[config.mk]
export PLATFORM = sky130hd
export DESIGN_NAME = angle_host_port
export DESIGN_NICKNAME = d
export VERILOG_FILES = /design/src/rtl/angle_port_pkg.sv /design/src/rtl/ap_sync.sv /design/src/rtl/ap_busy_track.sv /design/src/rtl/ap_hold_latch.sv /design/src/rtl/ap_lane_drive.sv /design/src/rtl/angle_host_port.sv
export SDC_FILE = /design/constraint.sdc
export NUM_CORES = 1
export LEC_CHECK = 0
export BUFFER_PORTS_ARGS = -buffer_cell sky130_fd_sc_hd__buf_2
export CORE_ASPECT_RATIO = 0.8
export CORE_MARGIN = 10
export CORE_UTILIZATION = 30
export CTS_CLUSTER_SIZE = 10
export DETAILED_ROUTE_END_ITERATION = 12
export PLACE_DENSITY = 0.55
export SYNTH_ARGS = -nofsm -noshare
export SYNTH_HDL_FRONTEND = slang
export SYNTH_HIERARCHICAL = 1
export SYNTH_SLANG_ARGS = --single-unit
[constraint.sdc]
create_clock -name clk -period 1.45 [get_ports clk]
set_input_delay 0.2175 -clock clk [delete_from_list [all_inputs] [get_ports clk]]
set_output_delay 0.2175 -clock clk [all_outputs]
set_load 0.05 [all_outputs]
[src/rtl/angle_port_pkg.sv]
// Package: shared widths and helpers for the angle host port.
// Assumes a 16-bit angle word split into two 8-bit lanes.
package angle_port_pkg;
    localparam int WORD_W   = 16;
    localparam int LANE_W   = 8;
    localparam int COARSE_W = 14;

    typedef logic [WORD_W-1:0] word_t;
    typedef logic [LANE_W-1:0] lane_t;
endpackage

[src/rtl/ap_sync.sv]
// Module: multi-bit, multi-stage synchronizer for asynchronous control inputs.
// Assumes each bit is independent (no bus coherence required).
module ap_sync #(
    parameter int WIDTH  = 1,
    parameter int STAGES = 2,
    parameter logic [WIDTH-1:0] RST_VAL = '1
) (
    input  logic             clk,
    input  logic             rst_n,
    input  logic [WIDTH-1:0] d_async,
    output logic [WIDTH-1:0] q_sync
);
    logic [WIDTH-1:0] chain [STAGES];

    genvar s;
    generate
        for (s = 0; s < STAGES; s++) begin : g_stage
            // Shift each bit one stage deeper into the clock domain.
            always_ff @(posedge clk) begin
                if (!rst_n) chain[s] <= RST_VAL;
                else if (s == 0) chain[s] <= d_async;
                else chain[s] <= chain[(s == 0) ? 0 : s-1];
            end
        end
    endgenerate

    assign q_sync = chain[STAGES-1];
endmodule

[src/rtl/ap_busy_track.sv]
// Module: detects the end of each busy pulse and stores the resolution
// select there. Assumes busy is already in the clock domain.
module ap_busy_track (
    input  logic clk,
    input  logic rst_n,
    input  logic busy,
    input  logic res_sel,
    output logic coarse_q
);
    logic busy_q;
    logic busy_end;

    // Remember the previous busy level for edge detection.
    always_ff @(posedge clk) begin
        if (!rst_n) busy_q <= 1'b0;
        else        busy_q <= busy;
    end

    assign busy_end = busy_q && !busy;

    // Take the resolution select only on a busy trailing edge.
    always_ff @(posedge clk) begin
        if (!rst_n)        coarse_q <= 1'b0;
        else if (busy_end) coarse_q <= res_sel;
    end

    // the mode flag moves only on a busy trailing edge
    p_res_on_fall_r7: assert property (@(posedge clk) disable iff (!rst_n)
        !(busy_q && !busy) |=> $stable(coarse_q));
endmodule

[src/rtl/ap_hold_latch.sv]
// Module: holding register for the angle word. Follows the counter while
// not frozen and not busy; on freeze, makes one final non-busy load and locks.
// Assumes freeze is already synchronized.
module ap_hold_latch #(
    parameter int WIDTH = 16
) (
    input  logic             clk,
    input  logic             rst_n,
    input  logic [WIDTH-1:0] cnt,
    input  logic             busy,
    input  logic             freeze,
    output logic [WIDTH-1:0] word_q
);
    logic locked_q;
    logic load;

    assign load = !busy && (!freeze || !locked_q);

    // Load the counter word when allowed.
    always_ff @(posedge clk) begin
        if (!rst_n)    word_q <= '0;
        else if (load) word_q <= cnt;
    end

    // Lock after the final load of a freeze; unlock on release.
    always_ff @(posedge clk) begin
        if (!rst_n || !freeze) locked_q <= 1'b0;
        else if (load)         locked_q <= 1'b1;
    end

    // no change across a busy cycle
    p_busy_hold_r3: assert property (@(posedge clk) disable iff (!rst_n)
        busy |=> $stable(word_q));
    // a locked freeze keeps the word
    p_frozen_r4: assert property (@(posedge clk) disable iff (!rst_n)
        (freeze && locked_q) |=> $stable(word_q));
    // free-running tracking of the counter
    p_track_r2: assert property (@(posedge clk) disable iff (!rst_n)
        (!busy && !freeze) |=> (word_q == $past(cnt)));
endmodule

[src/rtl/ap_lane_drive.sv]
// Module: one byte lane. Presents its slice of the held word when enabled,
// zero otherwise; optionally clears low bits in coarse mode.
module ap_lane_drive #(
    parameter int LANE_W    = 8,
    parameter int DROP_BITS = 0
) (
    input  logic [LANE_W-1:0] slice,
    input  logic              coarse,
    input  logic              oe,
    output logic [LANE_W-1:0] lane
);
    logic [LANE_W-1:0] shown;

    generate
        if (DROP_BITS > 0) begin : g_mask
            localparam logic [LANE_W-1:0] KEEP = ~((LANE_W'(1) << DROP_BITS) - LANE_W'(1));
            // Clear the unused fine bits in coarse mode.
            always_comb shown = coarse ? (slice & KEEP) : slice;
        end else begin : g_pass
            // Full lane, no masking.
            always_comb shown = slice;
        end
    endgenerate

    // Gate data with the drive enable.
    always_comb lane = oe ? shown : '0;
endmodule

[src/rtl/angle_host_port.sv]
// Module: top of the angle host port. Synchronizes host controls, holds the
// angle word under a freeze, tracks resolution on busy end, drives lanes.
// Assumes cnt_word and cnt_busy are in the clk domain.
module angle_host_port
    import angle_port_pkg::*;
#(
    parameter int SYNC_STAGES = 2
) (
    input  logic              clk,
    input  logic              rst_n,
    input  logic [WORD_W-1:0] cnt_word,
    input  logic              cnt_busy,
    input  logic              hold_n,
    input  logic              res_coarse,
    input  logic              hi_en_n,
    input  logic              lo_en_n,
    output logic [LANE_W-1:0] hi_lane,
    output logic              hi_lane_oe,
    output logic [LANE_W-1:0] lo_lane,
    output logic              lo_lane_oe
);
    localparam int DROP = WORD_W - COARSE_W;

    logic [2:0] ctl_sync;
    word_t      word_q;
    logic       coarse_q;
    logic       freeze;

    ap_sync #(.WIDTH(3), .STAGES(SYNC_STAGES), .RST_VAL(3'b111)) u_sync (
        .clk(clk), .rst_n(rst_n),
        .d_async({hold_n, hi_en_n, lo_en_n}),
        .q_sync(ctl_sync)
    );

    assign freeze     = !ctl_sync[2];
    assign hi_lane_oe = !ctl_sync[1];
    assign lo_lane_oe = !ctl_sync[0];

    ap_busy_track u_busy (
        .clk(clk), .rst_n(rst_n), .busy(cnt_busy),
        .res_sel(res_coarse), .coarse_q(coarse_q)
    );

    ap_hold_latch #(.WIDTH(WORD_W)) u_hold (
        .clk(clk), .rst_n(rst_n), .cnt(cnt_word), .busy(cnt_busy),
        .freeze(freeze), .word_q(word_q)
    );

    ap_lane_drive #(.LANE_W(LANE_W), .DROP_BITS(0)) u_hi (
        .slice(word_q[WORD_W-1 -: LANE_W]), .coarse(coarse_q),
        .oe(hi_lane_oe), .lane(hi_lane)
    );

    ap_lane_drive #(.LANE_W(LANE_W), .DROP_BITS(DROP)) u_lo (
        .slice(word_q[LANE_W-1:0]), .coarse(coarse_q),
        .oe(lo_lane_oe), .lane(lo_lane)
    );

    // coarse mode shows no fine bits on the low lane
    p_coarse_mask_r8: assert property (@(posedge clk) disable iff (!rst_n)
        coarse_q |-> (lo_lane[DROP-1:0] == '0));
    // disabled lanes read zero
    p_lane_quiet_r9: assert property (@(posedge clk) disable iff (!rst_n)
        (!hi_lane_oe |-> hi_lane == '0) and (!lo_lane_oe |-> lo_lane == '0));
endmodule

==> qor.csv <==
stage,metric,value,unit
status,run status,"complete, no violations",
route,post-route antenna net violation count,0,
placed_design,dpl cell area,0.00130,mm²
pwr,switching power,0.324,mW
final_layout,"Design Area, Final",0.00137,mm²
setup_path,Reg2Reg Depth,4,
synthesis,Post-synth EDFFs,0,
synthesis,Netlist cell types,13,
synthesis,Post-Syn Area,0.00105,mm²
setup_path,crit start category,flip-flop,
worst_hold_path,Hold EP,u_sync/chain[0][0],
setup_path,flop2flop setup slack,430,ps
clocking,"Clk pin slew, worst setup/hold paths",90,ps
synthesis,Most used DFF post-synth,dfxtp_1,
final_layout,share of cells above drive strength 1,0.370,
floorplanning,Die Y,72.9,µm
global_routing,pin count of the biggest net entering global routing,43,
synthesis,post-synth top area cell,dfxtp_1,
clocking,clk root buf,clkbuf_8,
timing,final hold vios,0,
setup_path,Worst R2R Start,u_sync/chain[1][2],
pwr,Sw Ratio,0.246,
route,Wirelength per Cell,11.5,µm
timing,skew final,2.93,ps
synthesis,syn_area_per_cell,9.37,µm²
timing,Max Clock Freq,0.733,GHz
clocking,Longest Clk Path Bufs,2,
setup_path,crit path DAT,1150,ps
placed_design,port bufs,40,
clocking,CTS Buf Count,3,
clocking,CTS tree,built,
global_routing,GRT overflow,0,
pwr,peak supply drop,0.374,mV
final_layout,nets,178,
timing,setup violators final,0,
pwr,Pwr Density,962,mW/mm²
setup_path,Critical Path RT,1230,ps
route,WL final,2.26,mm
worst_hold_path,min-delay src,lo_en_n,
timing,Slew HR,0.830,
floorplanning,Initial Util,0.309,
route,vias,819,
route,vias per cell,4.18,
synthesis,Mapped Nets,135,
placed_design,gpl congestion,0.683,
setup_path,Setup CP Type,reg2out,
timing,unrepaired setup endpoints after global routing,no,
setup_path,crit path capture type,output port,
synthesis,top-area cell type share of the netlist area,0.477,
clocking,clock latency on the worst-skew pair,260,ps
synthesis,most frequent cells after synthesis,"nand2_1, dfxtp_1, mux2i_1",
synthesis,most frequent cell after synthesis,nand2_1,
floorplanning,die area,0.00628,mm²
timing,Final Cycle Share,0.940,
worst_hold_path,hold-critical path depth,2,
synthesis,ys async rst share,0,
synthesis,Mapped Cells,112,
final_layout,ANT cells,0,
synthesis,#FFs+latches synth,25,
clocking,cts hold-fix bufs,0,
setup_path,reg2reg end,u_hold/word_q[9],
route,DRC Markers,0,
floorplanning,# IOs,41,
final_layout,Area Growth Syn to Fin,30.4,%
run,Maximum Capacitance Violations,0,
timing,Worst-Margin Slew,257,ps
global_routing,global-route wire length before repair,3.86,mm
route,DR pass1 iterations,4,
synthesis,top post-synthesis cells by area,"dfxtp_1, mux2i_1, nand2_1",
synthesis,sequential fraction of the synthesis area,0.477,
clocking,CTS sink count,25,
global_routing,antenna violations before repair,0,
pwr,Clk network pwr share,0.307,
final_layout,filler cell count,349,
route,Detailed Route Iter0 Violations,43,
timing,setup TNS,0,ps
pwr,Comb pwr share,0.132,
pwr,LEAKAGE,0.691,nW
global_routing,vias in the first global route,892,
setup_path,CP max FO,9,
worst_hold_path,worst hold path class,in2reg,
synthesis,Synth Warn #,6,
pwr,Seq pwr share,0.561,
pwr,Pint,0.993,mW
timing,Tmin final,1360,ps
timing,Slew Limit Fails,0,
global_routing,Total Routing Usage GR,0.0754,
floorplanning,core box area,0.00340,mm²
placed_design,DPL Wire Length,1.78,mm
floorplanning,Die Wd,86.1,µm
clocking,H-tree depth,1,
floorplanning,Rows,19,
timing,Hold WS,124,ps
-- kinds of logic after synthesis --
| logic type | after synthesis | synth area share |
|---|---|---|
| simple gates | 59 | 0.288 |
| flops | 25 | 0.477 |
| mux | 17 | 0.162 |
| buf+inv | 9 | 0.0524 |
| compound gates | 2 | 0.0203 |
-- stage by stage --
stage	setup WS [ps]	total power, mW	std cells	utilization
after floorplan	35.7	0.869	112	-
after global placement	372	0.924	192	0.382
after detailed placement	324	0.930	192	0.382
after CTS	22.9	1.34	196	0.395
after global routing	2.34	1.39	196	0.403
final	86.3	1.32	196	0.403
-- final cells by class --
cell class | instances | area, µm² | area share
Clock buffer | 3 | 41.3 | 0.0302
Multi-Input combinational cell | 78 | 494 | 0.361
Inverter | 4 | 15.0 | 0.0110
Sequential cell | 25 | 500 | 0.366
Clock inverter | 1 | 5.00 | 0.00366
Tap cell | 42 | 52.6 | 0.0384
Timing Repair Buffer | 43 | 260 | 0.190
-- metal layers --
| layer | global-route usage | share of wire |
|---|---|---|
| met1 | 0.0730 | 0.40 |
| met2 | 0.133 | 0.52 |
| met3 | 0.0335 | 0.065 |
| met4 | 0.0401 | 0.013 |
| met5 | 0 | 0 |
-- what timing repair did --
item                                    in CTS  in global routing
setup buffers                                0                  0
endpoints found under the setup margin       0                 10
hold endpoints to repair                     0                  0
resized for setup                            0                 11
-- registers in the layout, indices dropped and copies added, names as in the netlist --
register / cells
u_hold/locked_q: 1
u_sync/chain: 6
u_busy/busy_q: 1
u_busy/coarse_q: 1
u_hold/word_q: 16
-- how the worst max path moves through the flow --
| stage | from | to | slack [ps] | cells past startpoint |
|---|---|---|---|---|
| detailed placement | u_sync/chain[1][0] | lo_lane[1] | 320 | 3 |
| CTS | u_sync/chain[1][0] | lo_lane[1] | 20 | 3 |
| finish | u_sync/chain[1][1] | hi_lane[0] | 90 | 3 |
| global route | u_sync/chain[1][1] | hi_lane[6] | 2 | 3 |
| global placement | u_sync/chain[1][0] | lo_lane[0] | 370 | 3 |
| floorplan | u_sync/chain[1][0] | lo_lane[0] | 40 | 2 |
-- placed cells by master (no fill, tap or decap) --
cell / n
nand2_1: 35
buf_2: 30
dfxtp_1: 25
mux2i_1: 17
clkbuf_4: 10
and2_1: 8
and2_2: 7
nand2b_1: 6
inv_1: 3
clkbuf_8: 3
buf_4: 2
and3b_1: 2
inv_2: 1
clkinv_2: 1
buf_12: 1
nor2b_4: 1
a21oi_4: 1
a21oi_1: 1
-- power by group through the flow --
stage / sequential (mW) / clock [mW] / combinational (mW)
after floorplan: 0.751 / 0 / 0.118
after global placement: 0.754 / 0 / 0.170
after detailed placement: 0.755 / 0 / 0.174
after CTS: 0.739 / 0.422 / 0.174
after global routing: 0.745 / 0.450 / 0.193
final: 0.739 / 0.404 / 0.174
-- critical path, stage by stage, from the launching register on --
cell and delay (ps):
dfxtp_1 300, inv_1 160, and2_1 160, buf_2 260
(Power assumes the default switching activity.)
